<file path="config.mk">
export PLATFORM = sky130hd
export DESIGN_NAME = irq_nest_ctrl
export DESIGN_NICKNAME = d
export VERILOG_FILES = /design/src/rtl/irq_nest_pkg.sv /design/src/rtl/irq_cfg_pend.sv /design/src/rtl/irq_arbiter.sv /design/src/rtl/irq_active_stack.sv /design/src/rtl/irq_nest_ctrl.sv
export SDC_FILE = /design/constraint.sdc
export NUM_CORES = 1
export LEC_CHECK = 0
export BUFFER_PORTS_ARGS = -buffer_cell sky130_fd_sc_hd__buf_2
export CORE_ASPECT_RATIO = 1.1
export CORE_MARGIN = 5
export CORE_UTILIZATION = 40
export DETAILED_ROUTE_END_ITERATION = 10
export SETUP_SLACK_MARGIN = 0.15
export SYNTH_ARGS = -nofsm -noshare
export SYNTH_HDL_FRONTEND = slang
export SYNTH_SLANG_ARGS = --single-unit
</file>
<file path="constraint.sdc">
create_clock -name clk -period 11.4 [get_ports clk]
set_clock_uncertainty 0.1 [all_clocks]
set_input_delay 0.57 -clock clk [delete_from_list [all_inputs] [get_ports clk]]
set_output_delay 0.57 -clock clk [all_outputs]
set_load 0.03 [all_outputs]
</file>
<file path="src/rtl/irq_nest_pkg.sv">
package irq_nest_pkg;
    localparam int N_IRQ         = 32;
    localparam int PRIO_W        = 2;
    localparam int N_LVL         = 1 << PRIO_W;
    localparam int RANK_W        = 3;
    localparam int NUM_W         = 6;
    localparam int CFG_AW        = 3;
    localparam int IRQ_PER_WORD  = 8;
    localparam int N_PRIO_WORDS  = N_IRQ / IRQ_PER_WORD;
    localparam int IRQ_BASE      = 16;
    localparam int NUM_NMI       = 2;
    localparam int NUM_FAULT     = 3;
    localparam int RANK_NMI      = 1;
    localparam int RANK_FAULT    = 2;
    localparam int RANK_LVL0     = 3;
    localparam int RANK_THREAD   = RANK_LVL0 + N_LVL;
    localparam int STACK_DEPTH   = N_LVL + 2;

    typedef logic [RANK_W-1:0] rank_t;
    typedef logic [NUM_W-1:0]  excnum_t;
endpackage

</file>
<file path="src/rtl/irq_cfg_pend.sv">
module irq_cfg_pend
    import irq_nest_pkg::*;
(
    input  logic                     clk,
    input  logic                     rst_n,
    input  logic [N_IRQ-1:0]         irq_in,
    input  logic                     nmi_in,
    input  logic                     fault_in,
    input  logic                     cfg_we,
    input  logic [CFG_AW-1:0]        cfg_addr,
    input  logic [N_IRQ-1:0]         cfg_wdata,
    input  logic                     clr_valid,
    input  logic [NUM_W-1:0]         clr_num,
    output logic [N_IRQ-1:0]         irq_pend,
    output logic                     nmi_pend,
    output logic                     fault_pend,
    output logic [N_IRQ*PRIO_W-1:0]  prio_flat
);
    typedef struct packed {
        logic [N_IRQ-1:0]        en;
        logic [N_IRQ*PRIO_W-1:0] prio;
        logic [N_IRQ-1:0]        pend;
        logic                    nmi_pend;
        logic                    fault_pend;
        logic [N_IRQ-1:0]        irq_prev;
        logic                    nmi_prev;
        logic                    fault_prev;
    } cfg_state_t;

    cfg_state_t st_d, st_q;

    always_comb begin
        st_d = st_q;
        // configuration writes
        if (cfg_we) begin
            if (cfg_addr == '0) begin
                st_d.en = cfg_wdata;
            end
            for (int w = 0; w < N_PRIO_WORDS; w++) begin
                if (cfg_addr == CFG_AW'(w + 1)) begin
                    for (int k = 0; k < IRQ_PER_WORD; k++) begin
                        st_d.prio[(w*IRQ_PER_WORD + k)*PRIO_W +: PRIO_W] =
                            cfg_wdata[k*PRIO_W +: PRIO_W];
                    end
                end
            end
        end
        // clear on entry acknowledge
        if (clr_valid) begin
            if (clr_num == NUM_W'(NUM_NMI))   st_d.nmi_pend   = 1'b0;
            if (clr_num == NUM_W'(NUM_FAULT)) st_d.fault_pend = 1'b0;
            for (int i = 0; i < N_IRQ; i++) begin
                if (clr_num == NUM_W'(IRQ_BASE + i)) st_d.pend[i] = 1'b0;
            end
        end
        // edge capture wins over a same-cycle clear
        st_d.pend       = st_d.pend | (irq_in & ~st_q.irq_prev & st_q.en);
        st_d.nmi_pend   = st_d.nmi_pend | (nmi_in & ~st_q.nmi_prev);
        st_d.fault_pend = st_d.fault_pend | (fault_in & ~st_q.fault_prev);
        st_d.irq_prev   = irq_in;
        st_d.nmi_prev   = nmi_in;
        st_d.fault_prev = fault_in;
    end

    always_ff @(posedge clk or negedge rst_n) begin
        if (!rst_n) st_q <= '0;
        else        st_q <= st_d;
    end

    assign irq_pend   = st_q.pend;
    assign nmi_pend   = st_q.nmi_pend;
    assign fault_pend = st_q.fault_pend;
    assign prio_flat  = st_q.prio;

    // a line that was disabled cannot become newly pending
    assert_pend_needs_enable_R1: assert property (@(posedge clk) disable iff (!rst_n)
        ($past(st_q.pend) == '0 && $past(st_q.en) == '0) |-> st_q.pend == '0);
endmodule

</file>
<file path="src/rtl/irq_arbiter.sv">
module irq_arbiter
    import irq_nest_pkg::*;
(
    input  logic [N_IRQ-1:0]         irq_pend,
    input  logic                     nmi_pend,
    input  logic                     fault_pend,
    input  logic [N_IRQ*PRIO_W-1:0]  prio_flat,
    output logic                     best_valid,
    output logic [NUM_W-1:0]         best_num,
    output logic [RANK_W-1:0]        best_rank
);
    logic [N_IRQ-1:0][RANK_W-1:0] line_rank;

    for (genvar g = 0; g < N_IRQ; g++) begin : g_rank
        assign line_rank[g] = RANK_W'(RANK_LVL0) + RANK_W'(prio_flat[g*PRIO_W +: PRIO_W]);
    end

    always_comb begin
        best_rank = RANK_W'(RANK_THREAD);
        best_num  = '0;
        if (nmi_pend) begin
            best_rank = RANK_W'(RANK_NMI);
            best_num  = NUM_W'(NUM_NMI);
        end else if (fault_pend) begin
            best_rank = RANK_W'(RANK_FAULT);
            best_num  = NUM_W'(NUM_FAULT);
        end else begin
            // strict compare in ascending order keeps the lowest line on ties
            for (int i = 0; i < N_IRQ; i++) begin
                if (irq_pend[i] && line_rank[i] < best_rank) begin
                    best_rank = line_rank[i];
                    best_num  = NUM_W'(IRQ_BASE + i);
                end
            end
        end
        best_valid = best_rank != RANK_W'(RANK_THREAD);
    end
endmodule

</file>
<file path="src/rtl/irq_active_stack.sv">
module irq_active_stack
    import irq_nest_pkg::*;
#(
    parameter int DEPTH = STACK_DEPTH
)(
    input  logic              clk,
    input  logic              rst_n,
    input  logic              push,
    input  logic [RANK_W-1:0] push_rank,
    input  logic              pop,
    output logic [RANK_W-1:0] top_rank,
    output logic [RANK_W-1:0] below_rank
);
    localparam int CW = $clog2(DEPTH + 1);

    typedef struct packed {
        logic [DEPTH-1:0][RANK_W-1:0] ent;
        logic [CW-1:0]                cnt;
    } stk_state_t;

    stk_state_t st_d, st_q;

    always_comb begin
        top_rank   = RANK_W'(RANK_THREAD);
        below_rank = RANK_W'(RANK_THREAD);
        for (int k = 0; k < DEPTH; k++) begin
            if (st_q.cnt == CW'(k + 1)) top_rank   = st_q.ent[k];
            if (st_q.cnt == CW'(k + 2)) below_rank = st_q.ent[k];
        end
    end

    always_comb begin
        st_d = st_q;
        if (push) begin
            for (int k = 0; k < DEPTH; k++) begin
                if (st_q.cnt == CW'(k)) st_d.ent[k] = push_rank;
            end
            st_d.cnt = st_q.cnt + 1'b1;
        end else if (pop) begin
            st_d.cnt = st_q.cnt - 1'b1;
        end
    end

    always_ff @(posedge clk or negedge rst_n) begin
        if (!rst_n) st_q <= '0;
        else        st_q <= st_d;
    end

    assert_no_overflow_R9: assert property (@(posedge clk) disable iff (!rst_n)
        push |-> st_q.cnt < CW'(DEPTH));
    assert_no_underflow_R8: assert property (@(posedge clk) disable iff (!rst_n)
        pop |-> st_q.cnt != '0);
    assert_push_more_urgent_R9: assert property (@(posedge clk) disable iff (!rst_n)
        push |-> push_rank < top_rank);
    assert_no_push_and_pop_R8: assert property (@(posedge clk) disable iff (!rst_n)
        !(push && pop));
endmodule

</file>
<file path="src/rtl/irq_nest_ctrl.sv">
module irq_nest_ctrl
    import irq_nest_pkg::*;
(
    input  logic                 clk,
    input  logic                 rst_n,
    input  logic [N_IRQ-1:0]     irq_in,
    input  logic                 nmi_in,
    input  logic                 fault_in,
    input  logic                 cfg_we,
    input  logic [CFG_AW-1:0]    cfg_addr,
    input  logic [N_IRQ-1:0]     cfg_wdata,
    input  logic                 entered,
    input  logic                 returned,
    output logic                 take_req,
    output logic [NUM_W-1:0]     take_num,
    output logic [RANK_W-1:0]    take_rank,
    output logic                 take_chain,
    output logic [RANK_W-1:0]    exec_rank
);
    typedef enum logic {ST_RUN, ST_ENTRY} phase_t;

    typedef struct packed {
        phase_t              phase;
        logic [NUM_W-1:0]    num;
        logic [RANK_W-1:0]   rank;
        logic                chain;
    } ctl_state_t;

    ctl_state_t st_d, st_q;

    logic [N_IRQ-1:0]        irq_pend;
    logic                    nmi_pend, fault_pend;
    logic [N_IRQ*PRIO_W-1:0] prio_flat;
    logic                    best_valid;
    logic [NUM_W-1:0]        best_num;
    logic [RANK_W-1:0]       best_rank;
    logic [RANK_W-1:0]       top_rank, below_rank;
    logic                    clr_valid, push, pop;

    irq_cfg_pend u_cfg (
        .clk(clk), .rst_n(rst_n), .irq_in(irq_in), .nmi_in(nmi_in), .fault_in(fault_in),
        .cfg_we(cfg_we), .cfg_addr(cfg_addr), .cfg_wdata(cfg_wdata),
        .clr_valid(clr_valid), .clr_num(st_q.num),
        .irq_pend(irq_pend), .nmi_pend(nmi_pend), .fault_pend(fault_pend),
        .prio_flat(prio_flat)
    );

    irq_arbiter u_arb (
        .irq_pend(irq_pend), .nmi_pend(nmi_pend), .fault_pend(fault_pend),
        .prio_flat(prio_flat), .best_valid(best_valid), .best_num(best_num),
        .best_rank(best_rank)
    );

    irq_active_stack #(.DEPTH(STACK_DEPTH)) u_stk (
        .clk(clk), .rst_n(rst_n), .push(push), .push_rank(st_q.rank), .pop(pop),
        .top_rank(top_rank), .below_rank(below_rank)
    );

    always_comb begin
        st_d      = st_q;
        clr_valid = 1'b0;
        push      = 1'b0;
        pop       = 1'b0;
        unique case (st_q.phase)
            ST_RUN: begin
                if (returned) begin
                    pop = 1'b1;
                    if (best_valid && best_rank < below_rank) begin
                        st_d.phase = ST_ENTRY;
                        st_d.num   = best_num;
                        st_d.rank  = best_rank;
                        st_d.chain = 1'b1;
                    end
                end else if (best_valid && best_rank < top_rank) begin
                    st_d.phase = ST_ENTRY;
                    st_d.num   = best_num;
                    st_d.rank  = best_rank;
                    st_d.chain = 1'b0;
                end
            end
            ST_ENTRY: begin
                if (entered) begin
                    push       = 1'b1;
                    clr_valid  = 1'b1;
                    st_d.phase = ST_RUN;
                    st_d.chain = 1'b0;
                end else if (best_valid && best_rank < st_q.rank) begin
                    st_d.num  = best_num;
                    st_d.rank = best_rank;
                end
            end
            default: st_d.phase = ST_RUN;
        endcase
    end

    always_ff @(posedge clk or negedge rst_n) begin
        if (!rst_n) begin
            st_q       <= '0;
            st_q.phase <= ST_RUN;
        end else begin
            st_q <= st_d;
        end
    end

    assign take_req   = st_q.phase == ST_ENTRY;
    assign take_num   = st_q.num;
    assign take_rank  = st_q.rank;
    assign take_chain = st_q.chain && take_req;
    assign exec_rank  = top_rank;

    assert_take_preempts_R5: assert property (@(posedge clk) disable iff (!rst_n)
        $rose(take_req) |-> take_rank < exec_rank);
    assert_late_only_urgent_R7: assert property (@(posedge clk) disable iff (!rst_n)
        (take_req && $past(take_req) && !$past(entered)) |-> take_rank <= $past(take_rank));
    assert_entry_sets_exec_R6: assert property (@(posedge clk) disable iff (!rst_n)
        (take_req && entered) |=> (exec_rank == $past(take_rank) && !take_req));
    assert_chain_after_return_R8: assert property (@(posedge clk) disable iff (!rst_n)
        ($rose(take_req) && take_chain) |-> $past(returned));
    assert_entered_only_offered_R6: assert property (@(posedge clk) disable iff (!rst_n)
        entered |-> take_req);
    assert_no_return_in_entry_R8: assert property (@(posedge clk) disable iff (!rst_n)
        returned |-> !take_req);
endmodule

</file>
==> results.cfg <==
[yosys]
yosysMostFrequentCell = nand2_1
synth_edf_count = 0
ys_ff_latch = 196
syn_area_sq_mm = 0.0136
synth_cell_type_count = 98
yosysTopAreaCellShare = 0.360
ys_seq_area_frac = 0.360
yosysWarnings = 0
synthTopCellsByCount = 263 x nand2_1, 220 x o21ai_0, 196 x dfrtp_1
synthTopCellsByArea = dfrtp_1 36%, o21ai_0 8.1%, nand2_1 7.2%, ha_1 4.6%, mux2_2 4.3%
synthArstFlopShare = 1.00
syn_nets = 1755
netlist_instances = 1631
yosysTopAreaCell = dfrtp_1
ys.flop_type = dfrtp_1
syn_avg_cell_area_sq_um = 8.36

[pwr]
power.density_mw_per_mm2 = 303
peakVddDrop_mv = 0.131
leakagePower_nw = 7.17

[worst_setup_path]
cp-start-kind = register
cp_slowest_stage_delay_ns = 0.46
cp-end-kind = register
cp.required_ns = 11.63
worst-path-buf-inv = 6
crit_top_cell = buf_4
arrival_ns = 11.58
cpMaxStageDelayCell = a2111oi_4
crit_type = reg2reg
r2r_setup_slack_ns = 0.05
path_delay_family = compound AO/OA/AOI/OAI gates
path_max_fanout = 8

[final_layout]
regArea_sq_mm = 0.00490
diodes = 0
area_growth_pct = 21.6
multi_input_area_sq_mm = 0.00856
n_fill_cell = 3274
fin_nets = 1961
layout.cells.non_filler = 2288
drive_above_1_share = 0.238

[route]
vias = 13283
wl_mm = 43.0
ant_nets = 0
drt_iter0_drc = 1027
drc = 0
vias_per_cell = 5.81
wl_per_cell_microns = 18.8
drtPass1Iterations = 7

[grt]
track_usage = 0.225
grt_max_degree = 73
grt.overflow.total = 0
first_global_vias = 12799
antenna_found_initial = 0
grt_pass1_wl_mm = 68.0

[cts]
root_buffer = clkbuf_16
cts_tree = yes
cts_made_buffers = 17
cts.path.max_buffers = 2
htreeDepth = 4
clock-sinks = 196
insertion_delay_ns = 0.45
clk_pin_slew_worst_paths_ns = 0.08

[sta]
final.min_clock_period_ns = 11.35
max_freq_mhz = 88.1
slew_headroom = 0.282
worst_pin_slew_ns = 1.08
fin_ws_ns = 0.0458
finalCritPeriodShare = 0.996
hold_slack_ns = 0.139
slew_violations = 0
finalSetupViolations = 0
rsz0062_at_grt = true
finalHoldViolCount = 0

[die]
chipHeight_microns = 204
core_area_sq_mm = 0.0339
std_cell_rows = 71
start_util = 0.402
pin_count = 88
dieArea_sq_mm = 0.0379
dieWidth_microns = 186

[min_path]
min_path_type = in2reg

[placed_design]
dp_slack_ns = -0.429
gp_congestion = 0.912
dp.cells = 2224
place.port_buffers = 87
dp_hpwl_mm = 32.2

[job]
maxCapViolCount = 0

[run_status]
status = finished, final reports clean
## stage by stage
| stage | total power [W] | TNS, ns | cell area, sq um | utilization |
|---|---|---|---|---|
| 4_1_cts | 0.00476 | 0 | 16200 | 0.478 |
| 5_1_grt | 0.00539 | -5.03 | 16600 | 0.489 |
| 2_1_floorplan | 0.00296 | 0 | 13600 | - |
| 3_3_place_gp | 0.00389 | -1.23 | 15300 | 0.451 |
| 3_5_place_dp | 0.00393 | -3.72 | 15300 | 0.451 |
| 6_report | 0.00502 | 0 | 16600 | 0.489 |
## placed cells by master (no fill, tap or decap), types with 6 or more instances in the layout
cell type,instances
o21bai_1,7
o31ai_1,14
ha_1,42
dfrtp_1,196
o2111ai_1,9
buf_4,145
o211ai_1,32
maj3_1,13
nor2b_1,18
a21oi_2,7
nor3_1,18
o21a_1,27
a21oi_1,79
a21o_1,10
buf_2,86
a31oi_1,24
clkbuf_16,17
and3_1,21
mux2_2,50
a22oi_1,6
nor2_1,88
o22ai_1,10
or3_1,10
o21ai_2,8
o221ai_1,6
nand2_1,261
o31a_1,6
a21boi_1,6
mux2_4,6
o21ai_0,215
a21boi_0,8
nand2b_1,15
nand3_1,47
inv_1,106
and2_1,22
nor2_2,6
o21ai_1,8
a211oi_1,7
## worst paths after layout
path,startpoint,endpoint,cells after the start
worst max-delay path,u_cfg.prio_flat[0],take_num[3],56
worst min-delay path,irq_in[24],u_cfg.st_q[26],1
worst max register to register,u_cfg.prio_flat[0],take_num[3],56
worst min register to register,u_cfg.st_q[31],u_cfg.irq_pend[29],1
max in group asynchronous,rst_n,u_cfg.st_q[19],3
min in group asynchronous,rst_n,u_stk.st_q[12],2
## power breakdown
group	total, W	leakage, nW	switching (W)	internal, W
registers	0.000962	2.27	0.000132	0.000830
clock network	0.000621	0.291	0.000302	0.000319
logic	0.00344	4.61	0.00190	0.00154
total	0.00502	7.17	0.00233	0.00269
## logic make-up after synthesis
| group | share of synthesized area |
|---|---|
| compound gates | 0.294 |
| simple gates | 0.187 |
| flops | 0.360 |
| buf+inv | 0.0462 |
| mux | 0.0543 |
| fa+ha+maj | 0.0579 |
| xor+xnor | 0.000642 |
## metal layers
layer,wire (microns),vias up,GRT usage
met5,0,-,0
met4,1400,0,0.0786
met3,2050,77,0.0287
met2,20300,404,0.368
met1,19300,6423,0.307
li1,-,6379,-
## final cells by class
class	instances	share of cell area
clock inverters	14	0.00981
multi-input cells	1279	0.516
repair buffers	235	0.0944
clock buffers	18	0.0265
well taps	438	0.0330
flip-flops and latches	196	0.296
inverters	108	0.0244
## state kept, by name, indices dropped and copies added, names as in the netlist
register,cells
u_cfg.st_q,66
take_num,6
u_cfg.nmi_pend,1
u_cfg.prio_flat,64
u_cfg.irq_pend,32
st_q,1
u_stk.st_q,21
take_req,1
take_rank,3
u_cfg.fault_pend,1
## repair_timing
item | CTS | global route
cloned | 0 | 0
hold endpoints to repair | 11 | 0
hold buffers | 1 | 0
endpoints found under the setup margin | 11 | 11
pin swaps | 29 | 27
gates resized for setup | 43 | 55
setup buffers | 19 | 12
Power figures use the tool's default switching activity.
